### config.mk
export PLATFORM = sky130hd
export DESIGN_NAME = rx_flowctl
export DESIGN_NICKNAME = d
export VERILOG_FILES = /design/src/rtl/rx_flowctl_pkg.sv /design/src/rtl/sc_cmp.sv /design/src/rtl/sc_flow_state.sv /design/src/rtl/rx_flowctl.sv
export SDC_FILE = /design/constraint.sdc
export NUM_CORES = 1
export LEC_CHECK = 0
export BUFFER_PORTS_ARGS = -buffer_cell sky130_fd_sc_hd__buf_4
export CAP_MARGIN = 20
export CORE_ASPECT_RATIO = 1.1
export CORE_MARGIN = 5
export CORE_UTILIZATION = 50
export CTS_CLUSTER_DIAMETER = 200
export DETAILED_ROUTE_END_ITERATION = 6
export PLACE_DENSITY = 0.85
export SLEW_MARGIN = 5
export SYNTH_ARGS = -nofsm -noshare
export SYNTH_HDL_FRONTEND = slang
export SYNTH_SLANG_ARGS = --single-unit
### constraint.sdc
create_clock -name clk -period 2.7 [get_ports clk]
set_input_delay 0 -clock clk [delete_from_list [all_inputs] [get_ports clk]]
set_output_delay 0 -clock clk [all_outputs]
set_load 0.01 [all_outputs]
### src/rtl/rx_flowctl_pkg.sv
package rx_flowctl_pkg;

    localparam int CHAR_W = 8;
    localparam int NUM_SC = 4;

    typedef enum logic [2:0] {
        MC_NONE = 3'd0,
        MC_SC1  = 3'd1,
        MC_SC2  = 3'd2,
        MC_SC3  = 3'd3,
        MC_SC4  = 3'd4
    } match_code_e;

    typedef enum logic [1:0] {
        FE_NONE,
        FE_XON,
        FE_XOFF,
        FE_RESUME
    } flow_ev_e;

    typedef enum logic {
        PK_XON,
        PK_XOFF
    } pend_kind_e;

    typedef struct packed {
        match_code_e code;
        flow_ev_e    ev;
        logic        fwd;
        logic        flush;
        logic        start;
        pend_kind_e  kind;
    } decision_t;

    function automatic match_code_e pair_code(pend_kind_e k);
        return (k == PK_XON) ? MC_SC1 : MC_SC2;
    endfunction

    function automatic flow_ev_e pair_event(pend_kind_e k);
        return (k == PK_XON) ? FE_XON : FE_XOFF;
    endfunction

endpackage

### src/rtl/sc_cmp.sv
module sc_cmp #(
    parameter int DATA_W = 8,
    parameter int NUM_SC = 4
) (
    input  logic [DATA_W-1:0]             rx_data,
    input  logic [NUM_SC-1:0][DATA_W-1:0] refs,
    output logic [NUM_SC-1:0]             eq
);
    for (genvar g = 0; g < NUM_SC; g++) begin : g_cmp
        assign eq[g] = (rx_data == refs[g]);
    end
endmodule

### src/rtl/sc_flow_state.sv
module sc_flow_state
    import rx_flowctl_pkg::*;
(
    input  logic     clk,
    input  logic     rst,
    input  flow_ev_e ev,
    output logic     tx_permit,
    output logic     flow_on,
    output logic     flow_off
);
    logic on_q, off_q;

    always_ff @(posedge clk) begin
        if (rst) begin
            on_q  <= 1'b1;
            off_q <= 1'b0;
        end else begin
            unique case (ev)
                FE_XOFF:   begin on_q <= 1'b0; off_q <= 1'b1; end
                FE_XON:    begin on_q <= 1'b1; off_q <= 1'b0; end
                FE_RESUME: if (off_q) begin on_q <= 1'b1; off_q <= 1'b0; end
                default:   ;
            endcase
        end
    end

    assign tx_permit = ~off_q;
    assign flow_on   = on_q;
    assign flow_off  = off_q;


    xon_sets_on_chk: assert property (@(posedge clk) disable iff (rst)
        ev == FE_XON |=> flow_on && !flow_off && tx_permit);


    resume_restarts_chk: assert property (@(posedge clk) disable iff (rst)
        ev == FE_RESUME |=> tx_permit && flow_on);
endmodule

### src/rtl/rx_flowctl.sv
module rx_flowctl
    import rx_flowctl_pkg::*;
#(
    parameter int DATA_W = CHAR_W
) (
    input  logic              clk,
    input  logic              rst,
    input  logic              rx_vld,
    input  logic [DATA_W-1:0] rx_data,
    input  logic [DATA_W-1:0] sc_char1,
    input  logic [DATA_W-1:0] sc_char2,
    input  logic [DATA_W-1:0] sc_char3,
    input  logic [DATA_W-1:0] sc_char4,
    input  logic              det_en,
    input  logic              inband_en,
    input  logic              xon_pair,
    input  logic              xoff_pair,
    input  logic              fc_transp,
    input  logic              xon_implied,
    output logic [2:0]        match_code,
    output logic              tx_permit,
    output logic              flow_on,
    output logic              flow_off,
    output logic              flush_vld,
    output logic [DATA_W-1:0] flush_data,
    output logic              fwd_vld,
    output logic [DATA_W-1:0] fwd_data
);
    localparam int SC_N = NUM_SC;

    logic [SC_N-1:0][DATA_W-1:0] refs;
    logic [SC_N-1:0]             eq;
    logic                        act;
    logic                        pend_hit;
    decision_t                   dec;
    flow_ev_e                    ev_in;

    logic              pend_vld;
    pend_kind_e        pend_kind;
    logic              pend_fwd;
    logic [DATA_W-1:0] pend_data;
    match_code_e       code_q;

    assign refs = {sc_char4, sc_char3, sc_char2, sc_char1};

    sc_cmp #(.DATA_W(DATA_W), .NUM_SC(SC_N)) u_cmp (
        .rx_data (rx_data),
        .refs    (refs),
        .eq      (eq)
    );

    assign act      = det_en & inband_en;
    assign pend_hit = act & pend_vld &
                      (((pend_kind == PK_XON)  & eq[2]) |
                       ((pend_kind == PK_XOFF) & eq[3]));

    always_comb begin
        dec = '{code: MC_NONE, ev: FE_NONE, fwd: 1'b1, flush: 1'b0,
                start: 1'b0, kind: PK_XON};
        if (pend_hit) begin
            dec.code = pair_code(pend_kind);
            dec.ev   = pair_event(pend_kind);
            dec.fwd  = fc_transp;
        end else begin
            dec.flush = pend_vld & ~pend_fwd;
            if (act) begin
                if (eq[0]) begin
                    dec.fwd = fc_transp;
                    if (xon_pair) begin
                        dec.start = 1'b1;
                        dec.kind  = PK_XON;
                    end else begin
                        dec.code = MC_SC1;
                        dec.ev   = FE_XON;
                    end
                end else if (eq[1]) begin
                    dec.fwd = fc_transp;
                    if (xoff_pair) begin
                        dec.start = 1'b1;
                        dec.kind  = PK_XOFF;
                    end else begin
                        dec.code = MC_SC2;
                        dec.ev   = FE_XOFF;
                    end
                end else if (eq[2]) begin
                    dec.code = MC_SC3;
                end else if (eq[3]) begin
                    dec.code = MC_SC4;
                end
            end
        end
        if (act && xon_implied && dec.ev == FE_NONE)
            dec.ev = FE_RESUME;
    end

    assign ev_in = rx_vld ? dec.ev : FE_NONE;

    sc_flow_state u_flow (
        .clk       (clk),
        .rst       (rst),
        .ev        (ev_in),
        .tx_permit (tx_permit),
        .flow_on   (flow_on),
        .flow_off  (flow_off)
    );

    always_ff @(posedge clk) begin
        if (rst) begin
            code_q     <= MC_NONE;
            fwd_vld    <= 1'b0;
            fwd_data   <= '0;
            flush_vld  <= 1'b0;
            flush_data <= '0;
            pend_vld   <= 1'b0;
            pend_kind  <= PK_XON;
            pend_fwd   <= 1'b0;
            pend_data  <= '0;
        end else if (rx_vld) begin
            code_q     <= dec.code;
            fwd_vld    <= dec.fwd;
            fwd_data   <= rx_data;
            flush_vld  <= dec.flush;
            flush_data <= pend_data;
            pend_vld   <= dec.start;
            pend_kind  <= dec.kind;
            pend_fwd   <= fc_transp;
            pend_data  <= rx_data;
        end else begin
            fwd_vld   <= 1'b0;
            flush_vld <= 1'b0;
        end
    end

    assign match_code = code_q;


    xoff_stops_chk: assert property (@(posedge clk) disable iff (rst)
        rx_vld && dec.ev == FE_XOFF |=> !tx_permit && flow_off && !flow_on);


    disabled_passes_chk: assert property (@(posedge clk) disable iff (rst)
        rx_vld && !act && !pend_vld |=> fwd_vld && match_code == 3'd0 &&
            fwd_data == $past(rx_data) && $stable(tx_permit));


    flush_needs_pend_chk: assert property (@(posedge clk) disable iff (rst)
        flush_vld |-> $past(pend_vld));


    reset_state_chk: assert property (@(posedge clk) disable iff (rst)
        $past(rst) |-> tx_permit && flow_on && !flow_off &&
            match_code == 3'd0 && !fwd_vld && !flush_vld);


    idle_stable_chk: assert property (@(posedge clk) disable iff (rst)
        !rx_vld |=> !fwd_vld && !flush_vld && $stable(tx_permit) &&
            $stable(match_code));


    code_range_chk: assert property (@(posedge clk) disable iff (rst)
        match_code <= 3'd4);
endmodule

==> results.toml, run 1 <==
[route]
vias = 1463
via_per_inst = 5.359
detail_route.wl_per_cell_um = 14.97
drcViolationCount = 0
first_iter_violations = 81
antenna_left = 0
dr.pass1.iters = 4
wirelength_mm = 4.086

[floorplanning]
std_cell_rows = 21
io_pins = 73
die_y_um = 68.73
die_w_um = 63.39
start_util_pct = 51.88
coreArea_sq_um = 3022
dieArea_sq_um = 4357

[grt]
grt_pass1_vias = 1455
grt_pass1_wl_mm = 6.665
grt_overflow_total = 0
grt_max_degree = 31
gr-usage-all-layers_pct = 18.89
antenna_found_initial = 0

[sta]
rsz0062_at_grt = "no"
skew_ps = 7.260
slew_violations = 0
relSlewSlack_pct = 63.75
clock.fmax_mhz = 452.8
post-route-period-util_pct = 81.80
finalSetupViolCount = 0
tightest_slew_ps = 539.6
fin_crit_ps = 2209
setup_tns_ps = 0
hold_viol = 0

[worst_setup_path]
crit_buf_inv = 3
arrival_ps = 2430
slowest_delay_ps = 550
worstSetupEndpointType = "register"
worstPathRequired_ps = 2920
path_cells = "dlygate4sd3_1 > buf_4 > xnor2_1 > nand4_1 > nor3_1 > or2_2 > a31oi_1 > dlygate4sd3_1"
worstPathMaxFanout = 5
critical_path_class = "primary input to register"
critPathTopFamily = "buffers and inverters"
critPathSlowestCell = "dlygate4sd3_1"
critPathLaunchType = "primary input"
cpMostUsedCell = "dlygate4sd3_1"

[yosys]
avgSynthCellArea_sq_um = 9.168
yosys_warnings = 0
synth_cells = 171
yosysUniqueCellTypes = 40
synthesis.nets = 220
ys_seq_area_share_pct = 33.20
synth-seq-cells = 26
synth_area_sq_um = 1568

[layout]
finalNetCount = 289
diodes = 0
area_growth_pct = 39.82
final_util_pct = 72.55
drive_gt1_share_pct = 36.40

[clock_tree]
path_clk_slew_ps = 140
htree_levels = 1
root_buffer = "clkbuf_4"
tritoncts = "done"
cts.sinks = 26
clock_path_buffers = 2
cts_setup_buffers = 0
clock_latency_ps = 320
cts_resized = 0
cts_buffers = 3
ctsHoldBuffers = 6

[run_status]
status = "complete, no violations"

[place]
dp_hpwl_mm = 3.307
portBuffers = 72
gp_congestion = 0.8385

[power_and_ir_drop]
power_density_nw_per_um2 = 407.4
leakage_nw = 0.9517
peakVddDrop_mv = 0.3870

[job]
maxCapViolCount = 0

[worst_hold_path]
hold_class = "primary input to register"
[final cells by class]
| type | count | area, sq um |
|---|---|---|
| fillers | 241 | 829.5 |
| flip-flops and latches | 26 | 520.5 |
| multi-input cells | 126 | 950.9 |
| repair buffers | 79 | 610.6 |
| clock inverters | 1 | 30.03 |
| clock buffers | 3 | 22.52 |
| inverters | 4 | 15.01 |
| well taps | 34 | 42.54 |
[power by group]
group          switching (mW)  total, mW  leakage, nW  internal (mW)
sequential             0.0103      0.409        0.212          0.399
clock                   0.116      0.266       0.0279          0.150
combinational          0.0979      0.218        0.711          0.120
[final timing paths]
kind / slack, ps / depth (start not counted) / startpoint / to
setup / recovery: 490 / 8 / rx_data[4] / flush_vld$_SDFF_PP0_
hold / removal: 4 / 3 / rx_data[0] / pend_data[0]$_SDFFE_PP0P_
setup reg to reg: 790 / 5 / pend_vld$_SDFFE_PP0P_ / flush_vld$_SDFF_PP0_
hold reg to reg: 480 / 2 / match_code[2]$_SDFFE_PP0P_ / match_code[2]$_SDFFE_PP0P_
[synthesized netlist by cell type (all sizes together)]
| library cell | count | area [sq um] |
|---|---|---|
| a2111oi | 1 | 15.01 |
| a211oi | 2 | 15.01 |
| a21oi | 4 | 20.02 |
| a311o | 1 | 10.01 |
| a31oi | 2 | 12.51 |
| and2 | 1 | 6.260 |
| and4b | 1 | 10.01 |
| buf | 10 | 62.56 |
| clkbuf | 5 | 18.77 |
| dfxtp | 26 | 520.5 |
| inv | 4 | 15.01 |
| mux2 | 1 | 11.26 |
| mux2i | 17 | 170.2 |
| nand2 | 4 | 15.01 |
| nand2b | 4 | 25.02 |
| nand3 | 2 | 10.01 |
| nand3b | 1 | 7.510 |
| nand4 | 6 | 37.54 |
| nor2 | 24 | 90.09 |
| nor2b | 1 | 6.260 |
| nor3 | 4 | 20.02 |
| nor3b | 1 | 7.510 |
| nor4 | 4 | 67.56 |
| o2111ai | 1 | 15.01 |
| o211ai | 2 | 15.01 |
| o21ai | 2 | 10.00 |
| o221ai | 1 | 8.760 |
| o311a | 2 | 20.02 |
| o31a | 1 | 8.760 |
| o31ai | 1 | 7.510 |
| or2 | 2 | 12.51 |
| or3b | 1 | 8.760 |
| xnor2 | 24 | 210.2 |
| xor2 | 8 | 77.58 |
[cells in the final DEF, fill, tap and decap left out, types with 3 or more instances in the layout]
master         count
nand2b_1           4
nand4_1            6
inv_1              4
buf_4             72
dfxtp_1           26
mux2i_1           17
nor3_1             4
clkbuf_4           3
nand2_1            4
xnor2_1           24
nor2_1            24
dlygate4sd3_1      7
xor2_1             7
a21oi_1            4
[per-layer routing]
| metal | vias up | GRT usage [%] | wire, um |
|---|---|---|---|
| met5 | - | 0 | 0 |
| met4 | 0 | 2.338 | 37 |
| met3 | 6 | 5.835 | 323 |
| met2 | 57 | 36.17 | 2122 |
| met1 | 676 | 21.18 | 1603 |
| li1 | 724 | - | - |
[state kept, by name (all words and copies together) (netlist names)]
name	flops
fwd_vld	1
flush_data	8
pend_data	8
u_flow.flow_on	1
match_code	3
u_flow.flow_off	1
pend_fwd	1
pend_vld	1
flush_vld	1
pend_kind	1
[metrics by stage]
stage / setup WS [ps] / total power, mW / area, sq um / hold slack [ps] / instances
6_report: 491.4 / 0.8932 / 2192 / 4.419 / 273
5_1_grt: 278.0 / 0.9327 / 2192 / 9.962 / 273
4_1_cts: 498.1 / 0.8954 / 2182 / 0.5611 / 272
3_5_place_dp: 950.4 / 0.6289 / 2069 / 197.7 / 262
3_3_place_gp: 969.0 / 0.6239 / 2069 / 195.3 / 262
2_1_floorplan: 1057 / 0.5360 / 1568 / 98.84 / 171
[cell families after synthesis]
group,count (synthesis),synth area share (%)
xor gates and xnor gates,32,18.36
AOI/OAI and AO/OA,20,10.05
and+or+nand+nor,56,20.67
buffers and inverters,19,6.145
DFF,26,33.20
muxes,18,11.57
[worst reg2reg max path, cell delays in order (launching register included)]
cell and delay [ps]:
dfxtp_1 410, inv_1 70, nor4_2 480, or2_2 230, a31oi_1 80, dlygate4sd3_1 550
Note: power is estimated with default switching activity, not from simulation.
==> run 2: changes to the inputs <==
CORE_UTILIZATION = 42   (was 50)
PLACE_DENSITY = 0.76   (was 0.85)
clock period = 1.92 ns   (was 2.7 ns; I/O delays follow)
==> results.toml, run 2 (synthesized netlist as in run 1, its figures left out) <==
[place]
dp_cells = 279
portBuffers = 72
dp_hpwl_mm = 3.267
gp_congestion = 0.8031
pre_cts_slack_ps = 162.5

[layout]
finalNetCount = 286
final_util_pct = 60.63
diodes = 0
fillers = 349
area_growth_pct = 40.22
layoutNonFillerInstCount = 286
reg_top3 = "flush_data (8), pend_data (8), match_code (3)"
final_common_cell = "buf_4"
drive_gt1_share_pct = 37.29
layout_common_cells = "buf_4 (73), dfxtp_1 (26), nor2_1 (24), xnor2_1 (24), mux2i_1 (17)"

[worst_setup_path]
critical_path_class = "register to register"
worstPathMaxFanout = 5
arrival_ps = 1830
worstSetupEndpointType = "register"
worstPathRequired_ps = 2100
critPathLaunchType = "register"
reg2regPathDepth = 5

[clock_tree]
cts_resized = 0
clock_path_buffers = 2
cts_setup_buffers = 0
htree_levels = 1
cts_buffers = 3
tritoncts = "done"
cts.sinks = 26
clock_latency_ps = 280
root_buffer = "clkbuf_8"
path_clk_slew_ps = 100

[job]
maxCapViolCount = 0

[power_and_ir_drop]
leakage_nw = 0.9454
power_mw = 1.343
peakVddDrop_mv = 0.3399
power_density_nw_per_um2 = 611.1

[floorplanning]
std_cell_rows = 23
io_pins = 73
die_w_um = 68.25
coreArea_sq_um = 3626
dieArea_sq_um = 5056
die_y_um = 74.08
start_util_pct = 43.24

[route]
detail_route.wl_per_cell_um = 14.52
via_per_inst = 4.948
first_iter_violations = 28
dr.pass1.iters = 4
wirelength_mm = 4.154
vias = 1415
antenna_left = 0
drcViolationCount = 0

[sta]
relSlewSlack_pct = 63.41
skew_ps = 4.656
post-route-period-util_pct = 85.87
tightest_slew_ps = 544.6
slew_violations = 0
rsz0062_at_grt = "no"
setup_tns_ps = 0
fin_crit_ps = 1649
finalSetupViolCount = 0
hold_viol = 0
clock.fmax_mhz = 606.5
setup_ws_ps = 271.3

[grt]
grt_overflow_total = 0
grt_pass1_vias = 1488
antenna_found_initial = 0
grt_max_degree = 31
gr-usage-all-layers_pct = 17.00
grt_pass1_wl_mm = 6.589

[run_status]
status = "complete, no violations"

[worst_hold_path]
hold_class = "primary input to register"
min_path_cells = 3
-- run 2: cell count changes in the layout (fill, tap and decap cells not counted), sizes merged --
cell	change
dlygate4sd3	-4
buf	+1
-- run 2: layout make-up --
class	instances	area, sq um	share of cell area [%]
Clock buffer	3	41.29	1.878
Clock inverter	1	30.03	1.366
Inverter	4	15.01	0.6830
Multi-Input combinational cell	126	950.9	43.26
Sequential cell	26	520.5	23.68
Tap cell	50	62.56	2.846
Timing Repair Buffer	76	578.1	26.29
-- run 2: critical path, stage by stage, from the launching register on --
cell     delay, ps
dfxtp_1        350
nand2_1        120
nor3_1         100
or2_2          320
o311a_1        380
o311a_1        280
-- run 2: stage by stage --
step	hold WS, ps	cell area (sq um)
after detailed placement	207.5	2097
after global routing	45.27	2198
after CTS	29.26	2198
after global placement	196.7	2097
final	32.68	2198
after floorplan	98.84	1568
-- run 2: what timing repair did --
action / 4_1_cts / 5_1_grt
endpoints found under the setup margin: 0 / 0
hold buffers: 3 / 0
hold endpoints to repair: 3 / 0
-- run 2: worst paths after layout --
path	endpoint	from	slack, ps
max	u_flow.flow_on$_SDFFE_PP1P_	pend_vld$_SDFFE_PP0P_	270
min reg2reg	match_code[2]$_SDFFE_PP0P_	match_code[2]$_SDFFE_PP0P_	480
min	pend_data[0]$_SDFFE_PP0P_	rx_data[0]	30
max reg2reg	u_flow.flow_on$_SDFFE_PP1P_	pend_vld$_SDFFE_PP0P_	270
-- run 2: routing by layer --
layer	wire (um)	vias to the layer above	track usage, %
met2	2011	53	29.01
met3	384	6	5.438
met5	0	-	0
met1	1699	643	19.93
li1	-	713	-
met4	59	0	5.740
-- run 2: where the power goes --
part / leakage (nW) / switching (mW) / total (mW) / internal (mW)
sequential: 0.212 / 0.0140 / 0.574 / 0.560
clock: 0.0357 / 0.189 / 0.469 / 0.279
combinational: 0.697 / 0.136 / 0.301 / 0.165
total: 0.945 / 0.339 / 1.34 / 1.00
